## config.mk

```make
export PLATFORM = sky130hd
export DESIGN_NAME = ifu_irq_unit
export DESIGN_NICKNAME = d
export VERILOG_FILES = /design/src/rtl/ifu_pkg.sv /design/src/rtl/ifu_addr_decode.sv /design/src/rtl/ifu_flag_reg.sv /design/src/rtl/ifu_enable_reg.sv /design/src/rtl/ifu_irq_unit.sv
export SDC_FILE = /design/constraint.sdc
export NUM_CORES = 1
export LEC_CHECK = 0
export BUFFER_PORTS_ARGS = -buffer_cell sky130_fd_sc_hd__buf_2
export CORE_MARGIN = 10
export CORE_UTILIZATION = 30
export DETAILED_ROUTE_END_ITERATION = 12
export PLACE_DENSITY = 0.68
export SETUP_SLACK_MARGIN = 0.1
export SLEW_MARGIN = 20
export SYNTH_ARGS = -nofsm -noshare
export SYNTH_HDL_FRONTEND = slang
export SYNTH_SLANG_ARGS = --single-unit
```

## constraint.sdc

```tcl
create_clock -name clk -period 1.9 [get_ports clk]
set_clock_uncertainty 0.1 [all_clocks]
set_input_delay 0.19 -clock clk [delete_from_list [all_inputs] [get_ports clk]]
set_output_delay 0.19 -clock clk [all_outputs]
set_load 0.005 [all_outputs]
```

## src/rtl/ifu_pkg.sv

```systemverilog
// Package: shared constants for the interrupt flag/enable unit.
// Assumes an 8-bit register bus and fixed source bit positions.
package ifu_pkg;
    localparam int DW        = 8;
    localparam int BIT_SR    = 2;
    localparam int BIT_T2    = 5;
    localparam int BIT_T1    = 6;
    localparam int IDX_W     = 4;
    localparam logic [IDX_W-1:0] IDX_FLAG = 4'd13;
    localparam logic [IDX_W-1:0] IDX_EN   = 4'd14;
    localparam logic [DW-1:0] FLAG_IMPL = (8'h1 << BIT_SR) | (8'h1 << BIT_T2) | (8'h1 << BIT_T1);
    localparam logic [DW-1:0] IRQ_MASK  = (8'h1 << BIT_SR) | (8'h1 << BIT_T1);
endpackage

```

## src/rtl/ifu_addr_decode.sv

```systemverilog
// Module: extracts the register index from the bus address and raises a
// one-hot hit for the flag or enable register. Assumes the index field
// lies wholly inside the address.
module ifu_addr_decode #(
    parameter int ADDR_W  = 13,
    parameter int IDX_LSB = 9
) (
    input  logic [ADDR_W-1:0]          addr,
    output logic [ifu_pkg::IDX_W-1:0]  idx,
    output logic                       hit_flag,
    output logic                       hit_en
);
    import ifu_pkg::*;
    localparam int IDX_MSB = IDX_LSB + IDX_W - 1;

    logic unused_addr;
    assign unused_addr = ^{addr[IDX_LSB-1:0]};

    // Purpose: slice the index and compare against the two register slots.
    always_comb begin
        idx      = addr[IDX_MSB:IDX_LSB];
        hit_flag = (idx == IDX_FLAG);
        hit_en   = (idx == IDX_EN);
    end
endmodule

```

## src/rtl/ifu_flag_reg.sv

```systemverilog
// Module: sticky event flags. A set request beats a clear request on the
// same bit. Only bits in IMPL are stored; the rest read as zero.
module ifu_flag_reg #(
    parameter int                W    = 8,
    parameter logic [W-1:0]      IMPL = 8'h64
) (
    input  logic         clk,
    input  logic         rst_n,
    input  logic [W-1:0] set_vec,
    input  logic [W-1:0] clr_vec,
    output logic [W-1:0] q
);
    for (genvar i = 0; i < W; i++) begin : g_bit
        if (IMPL[i]) begin : g_store
            // Purpose: hold one flag; set has priority over clear.
            always_ff @(posedge clk) begin
                if (!rst_n)          q[i] <= 1'b0;
                else if (set_vec[i]) q[i] <= 1'b1;
                else if (clr_vec[i]) q[i] <= 1'b0;
            end
        end else begin : g_zero
            logic unused_bit;
            assign unused_bit = set_vec[i] ^ clr_vec[i];
            assign q[i] = 1'b0;
        end
    end
endmodule

```

## src/rtl/ifu_enable_reg.sv

```systemverilog
// Module: enable mask with set/clear write semantics chosen by the top
// data bit. Assumes W >= 2; the top bit is a mode bit, not stored.
module ifu_enable_reg #(
    parameter int W = 8
) (
    input  logic         clk,
    input  logic         rst_n,
    input  logic         wr,
    input  logic [W-1:0] wdata,
    output logic [W-2:0] q
);
    // Purpose: OR in or strip out the written ones depending on wdata[W-1].
    always_ff @(posedge clk) begin
        if (!rst_n)
            q <= '0;
        else if (wr) begin
            if (wdata[W-1]) q <= q | wdata[W-2:0];
            else            q <= q & ~wdata[W-2:0];
        end
    end
endmodule

```

## src/rtl/ifu_irq_unit.sv

```systemverilog
// Module: top of the interrupt flag/enable unit. Decodes the bus, routes
// source pulses to flags, builds read data and the interrupt request.
// Assumes single-cycle writes and side-effect-free reads.
module ifu_irq_unit #(
    parameter int ADDR_W  = 13,
    parameter int IDX_LSB = 9
) (
    input  logic              clk,
    input  logic              rst_n,
    input  logic [ADDR_W-1:0] bus_addr,
    input  logic              bus_we,
    input  logic [7:0]        bus_wdata,
    output logic [7:0]        bus_rdata,
    input  logic              src_shift,
    input  logic              src_tmr1,
    input  logic              src_tmr2,
    output logic              irq_req
);
    import ifu_pkg::*;

    logic [IDX_W-1:0] idx;
    logic             hit_flag, hit_en;
    logic [DW-1:0]    set_vec, clr_vec, flag_q;
    logic [DW-2:0]    en_q;
    logic             pending;

    ifu_addr_decode #(.ADDR_W(ADDR_W), .IDX_LSB(IDX_LSB)) u_dec (
        .addr(bus_addr), .idx(idx), .hit_flag(hit_flag), .hit_en(hit_en)
    );

    // Purpose: map source pulses and software clears onto flag bit vectors.
    always_comb begin
        set_vec         = '0;
        set_vec[BIT_SR] = src_shift;
        set_vec[BIT_T2] = src_tmr2;
        set_vec[BIT_T1] = src_tmr1;
        clr_vec         = (bus_we && hit_flag) ? bus_wdata : '0;
    end

    ifu_flag_reg #(.W(DW), .IMPL(FLAG_IMPL)) u_flags (
        .clk(clk), .rst_n(rst_n), .set_vec(set_vec), .clr_vec(clr_vec), .q(flag_q)
    );

    ifu_enable_reg #(.W(DW)) u_en (
        .clk(clk), .rst_n(rst_n), .wr(bus_we && hit_en), .wdata(bus_wdata), .q(en_q)
    );

    // Purpose: summary pending bit and the interrupt line.
    always_comb begin
        pending = |(flag_q[DW-2:0] & en_q);
        irq_req = |(flag_q & {1'b0, en_q} & IRQ_MASK);
    end

    // Purpose: read-data multiplexer over the decoded index.
    always_comb begin
        if (hit_flag)    bus_rdata = {pending, flag_q[DW-2:0]};
        else if (hit_en) bus_rdata = {1'b1, en_q};
        else             bus_rdata = '0;
    end

    logic unused_idx;
    assign unused_idx = ^{idx, flag_q[DW-1]};
endmodule

```

==> impl_metrics.tcl, run 1 <==
set metrics [dict create \
    fmax_mhz 644 \
    status "finished, final reports clean" \
    cts-root-buf "clkbuf_4" \
    die_w_microns 62.2 \
    hold_path_class "input port to flip-flop" \
    tritoncts "done" \
    fp-row-count 15 \
    cap_violations 0 \
    slew-limit-headroom_pct 82.8 \
    final.min_clock_period_ns 1.55 \
    globalplace.congestion 0.738 \
    nets 120 \
    slew_viol_final 0 \
    gr-usage-all-layers_pct 7.43 \
    synth_fp_nets 92 \
    critPathCaptureType "primary output" \
    insertion_delay_ns 0.26 \
    io_pins 36 \
    start_kind "flip-flop" \
    synth_edf_count 0 \
    grt_pass1_wl_microns 2380 \
    cts_resized 0 \
    n_fill_cell 184 \
    arrival_ns 1.26 \
    ant_nets 0 \
    min_period_over_period_pct 81.8 \
    grt_start_max_net_pins 13 \
    regArea_sq_um 200 \
    yosys.cell_types.count 16 \
    overflow 0 \
    placed_area_sq_um 668 \
    yosysWarnings 0 \
    rsz0062_at_grt "no" \
    worstHoldPathCells 3 \
    cts_buffers 3 \
    drt-total-wl_microns 1450 \
    start_util_pct 31.2 \
    final_cell_mix "buf_2, nand2_1, dfxtp_1, nand3_1, mux2i_1" \
    drc 0 \
    wire_per_inst_microns 12.5 \
    drive_above_1_share_pct 33.0 \
    cts_setup_buffers 0 \
    vias 551 \
    synth_top_cell_by_area "dfxtp_1" \
    netlist_instances 65 \
    die_y_microns 62.2 \
    diodes 0 \
    avgSynthCellArea_sq_um 8.20 \
    r2r_cells 2 \
    hold_violations 0 \
    synth_top_area_share_pct 37.6 \
    synth_area_sq_um 533 \
    multiInputGateArea_sq_um 307 \
    viasPerCell 4.75 \
    first_global_vias 529 \
    layout_commonest_cell "buf_2" \
    antenna_found_initial 0 \
    crit_fanout 3 \
    fin_tns_setup_ns 0 \
    cts.htree.levels 1 \
    setup_ws_ns 0.346 \
    power_density_nw_per_um2 599 \
    crit_required_ns 1.61 \
    path_clk_slew_ns 0.06 \
    first_pass_iters 4 \
    final-setup-viol-count 0 \
    seq_area_frac_synth_pct 37.6 \
    max-clock-path-buffers 2 \
    synthArstFlopShare_pct 0 \
    drt_iter0_markers 12 \
    p_leak_nw 0.375 \
    synth_area_leaders "dfxtp_1, mux2i_1, nand2_1" \
    final_area_sq_um 691 \
    synth_flop_cell "dfxtp_1" \
    cts_hold_buf 0 \
    dieArea_sq_um 3860 \
    worst_slew_pin_slew_ns 0.258 \
    ir_drop_mv 0.344 \
    area_delta_synth_final_pct 29.6 \
    placeableCoreArea_sq_um 1710 \
    path_class "flip-flop to primary output" \
    ys_seq_elements 10 \
    post-place-ws_ns 0.616 \
    io_buffers 26 \
    clock_sinks 10 \
]
==> power by group <==
part / internal (W) / switching (W)
Sequential: 0.000215 / 0.00000399
Clock: 0.0000732 / 0.0000714
Combinational: 0.0000234 / 0.0000265
==> logic make-up (layout without fill, tap and decap cells) <==
| group | Yosys count | after routing | share of synthesized area, % |
|---|---|---|---|
| multiplexers | 7 | 7 | 13.1 |
| buffers and inverters | 3 | 29 | 4.93 |
| AND/OR/NAND/NOR | 33 | 33 | 30.0 |
| flip-flops | 10 | 10 | 37.6 |
| AO/OA/AOI/OAI | 12 | 12 | 14.3 |
==> path summary, 6_finish.rpt <==
kind | start | endpoint | slack [ns]
min reg2reg | flip-flop | flip-flop | 0.36
max | u_flags.q[2] | bus_rdata[7] | 0.35
min | src_tmr1 | u_flags.q[6] | 0.10
max reg2reg | u_flags.q[2] | u_flags.q[2] | 1.13
==> worst max-delay path, cell delays in order (launching register included) <==
cell and delay, ns:
dfxtp_1 0.32, a22o_1 0.24, a21o_1 0.15, a21o_1 0.16, buf_2 0.12
==> Yosys cell counts, drive strengths merged, types with 2 or more instances <==
master,instances
a21oi,3
o21ai,3
buf,2
and2b,2
a22oi,3
and2,4
nor2,6
mux2i,7
nand2,12
dfxtp,10
nand3,7
a21o,2
==> metal layers <==
| layer | global-route usage, % | vias up | part of all wire, % |
|---|---|---|---|
| li1 | - | 278 | - |
| met1 | 8.12 | 248 | 42 |
| met2 | 11.8 | 20 | 49 |
| met3 | 2.51 | 5 | 6.7 |
| met4 | 5.14 | 0 | 2.9 |
| met5 | 0 | - | 0 |
==> through the flow <==
step | hold slack [ns] | power [W] | util [%] | instances
finish | 0.102 | 0.000414 | 40.4 | 116
global route | 0.103 | 0.000442 | 40.4 | 116
CTS | 0.0996 | 0.000420 | 40.4 | 116
detailed placement | 0.355 | 0.000274 | 39.1 | 113
global placement | 0.341 | 0.000273 | 39.1 | 113
floorplan | 0.261 | 0.000250 | - | 65
==> area by class of cell <==
cell class | instances | share of cell area (%)
multi-input combinational | 52 | 44.4
sequential | 10 | 29.0
timing repair buffer | 26 | 18.8
tap | 25 | 4.53
clock buffer | 3 | 3.26
No activity file was read; power rests on OpenSTA's default activity.
==> run 2, diff against run 1 <==
ABC_AREA = 1   (was not set)
PLACE_DENSITY = 0.66   (was 0.68)
clock period = 1.5 ns   (was 1.9 ns; I/O delays follow)
==> impl_metrics.tcl, run 2 <==
set metrics [dict create \
    arrival_ns 1.06 \
    power_density_nw_per_um2 685 \
    hold_ws_ns 0.0264 \
    n_fill_cell 224 \
    hold_violations 0 \
    synth_flop_cell "dfxtp_1" \
    path_clk_slew_ns 0.06 \
    startpoint "u_flags.q[2]" \
    critPathCaptureType "primary output" \
    drive_above_1_share_pct 35.0 \
    grt_pass1_wl_microns 2600 \
    crit_fanout 3 \
    seq_area_frac_synth_pct 33.6 \
    final.min_clock_period_ns 1.31 \
    max-clock-path-buffers 2 \
    start_util_pct 31.0 \
    synth_edf_count 0 \
    cts_buffers 3 \
    worstSetupEndpoint "bus_rdata[7]" \
    place_hpwl_microns 1240 \
    synthArstFlopShare_pct 0 \
    io_buffers 26 \
    worst_slew_pin_slew_ns 0.262 \
    cap_violations 0 \
    r2r_cells 4 \
    cts.htree.levels 1 \
    drt-total-wl_microns 1510 \
    path_class "flip-flop to primary output" \
    drc 0 \
    yosys.cell_types.count 15 \
    globalplace.congestion 0.682 \
    overflow 0 \
    yosysWarnings 0 \
    ant_nets 0 \
    slew_viol_final 0 \
    grt_start_max_net_pins 11 \
    hp-start "src_tmr2" \
    io_pins 36 \
    fmax_mhz 763 \
    clock_sinks 10 \
    gr-usage-all-layers_pct 7.62 \
    min_period_over_period_pct 87.4 \
    cts-root-buf "clkbuf_4" \
    crit_path_top_delay_cell "dfxtp_1" \
    synth_top_area_share_pct 33.6 \
    insertion_delay_ns 0.25 \
    synth_most_common_cell "nand2_1" \
    area_delta_synth_final_pct 28.6 \
    netlist_instances 90 \
    synth_top_cell_by_area "dfxtp_1" \
    hold_path_class "input port to flip-flop" \
    critical-path-max-stage-delay_ns 0.32 \
    synth_common_cells "nand2_1, nor2_1, inv_1" \
    crit_required_ns 1.25 \
    cp_cell_sequence "nand2_1, nand2_1, a21oi_1, o21ai_1, buf_2" \
    start_kind "flip-flop" \
    synth_area_sq_um 596 \
    layout_commonest_cell "buf_2" \
    cts_resized 0 \
    ys_seq_elements 10 \
    crit_top_cell "nand2_1" \
    diodes 0 \
    final-setup-viol-count 0 \
    fp-row-count 16 \
    slew-limit-headroom_pct 82.5 \
    drt_iter0_markers 5 \
    ir_drop_mv 0.494 \
    r2r_slack_ns 0.78 \
    cts_setup_buffers 0 \
    p_leak_nw 0.410 \
    first_global_vias 658 \
    viasPerCell 3.99 \
    tritoncts "done" \
    first_pass_iters 2 \
    final_cell_mix "buf_2, nand2_1, nor2_1, inv_1, dfxtp_1" \
    synth_area_leaders "dfxtp_1, nand2_1, nand3_2" \
    nets 146 \
    cts_hold_buf 0 \
    dieArea_sq_um 4170 \
    antenna_found_initial 0 \
    fin_tns_setup_ns 0 \
    wire_per_inst_microns 10.5 \
    rsz0062_at_grt "no" \
    die_w_microns 64.6 \
    synth_fp_nets 117 \
    placeableCoreArea_sq_um 1920 \
    status "finished, final reports clean" \
    vias 575 \
    die_y_microns 64.6 \
    avgSynthCellArea_sq_um 6.62 \
]
## run 2: kinds of logic (layout without fill, tap and decap cells)
family,after synthesis,in the layout,synth area share (%)
AOI/OAI and AO/OA,8,8,6.72
DFF,10,10,33.6
and+or+nand+nor,56,56,48.1
buffers and inverters,16,43,11.6
## run 2: worst min-delay path by stage
stage                    to  slack, ns  cells past startpoint
3_3_place_gp   u_flags.q[5]       0.30                      3
2_1_floorplan  u_flags.q[2]       0.18                      2
4_1_cts        u_flags.q[5]       0.01                      3
5_1_grt        u_flags.q[2]       0.03                      3
6_report       u_flags.q[5]       0.03                      3
3_5_place_dp   u_flags.q[5]       0.29                      3
## run 2: area by class of cell
cell class	instances	area (sq um)	share of cell area, %
sequential	10	200	26.1
clock buffer	3	22.5	2.94
tap	27	33.8	4.41
multi-input combinational	64	327	42.6
timing repair buffer	26	130	17.0
inverter	14	52.6	6.86
## run 2: critical path: cells and delay by family (launching register included)
family | cells | cell delay, ns
compound gates | 2 | 0.22
buf+inv | 1 | 0.13
flops | 1 | 0.32
simple gates | 2 | 0.12
## run 2: report_power, final
group          switching (W)  leakage [nW]  internal, W
clock network      0.0000799        0.0138    0.0000921
registers         0.00000469        0.0817     0.000274
logic              0.0000448         0.315    0.0000292
## run 2: routing by layer
| metal | GRT usage [%] | vias to the layer above | part of all wire [%] |
|---|---|---|---|
| li1 | - | 330 | - |
| met3 | 3.26 | 0 | 4.2 |
| met5 | 0 | - | 0 |
| met1 | 7.51 | 229 | 50 |
| met2 | 14.4 | 16 | 46 |
| met4 | 1.60 | 0 | 0 |
## run 2: through the flow
step | area [sq um] | worst slack, ns | power, W | util (%) | cells
after floorplan | 596 | 0.539 | 0.000324 | - | 90
after global placement | 743 | 0.254 | 0.000357 | 38.7 | 141
after detailed placement | 743 | 0.245 | 0.000359 | 38.7 | 141
after CTS | 766 | 0.158 | 0.000537 | 39.8 | 144
after global routing | 766 | 0.115 | 0.000559 | 39.8 | 144
final | 766 | 0.189 | 0.000525 | 39.8 | 144
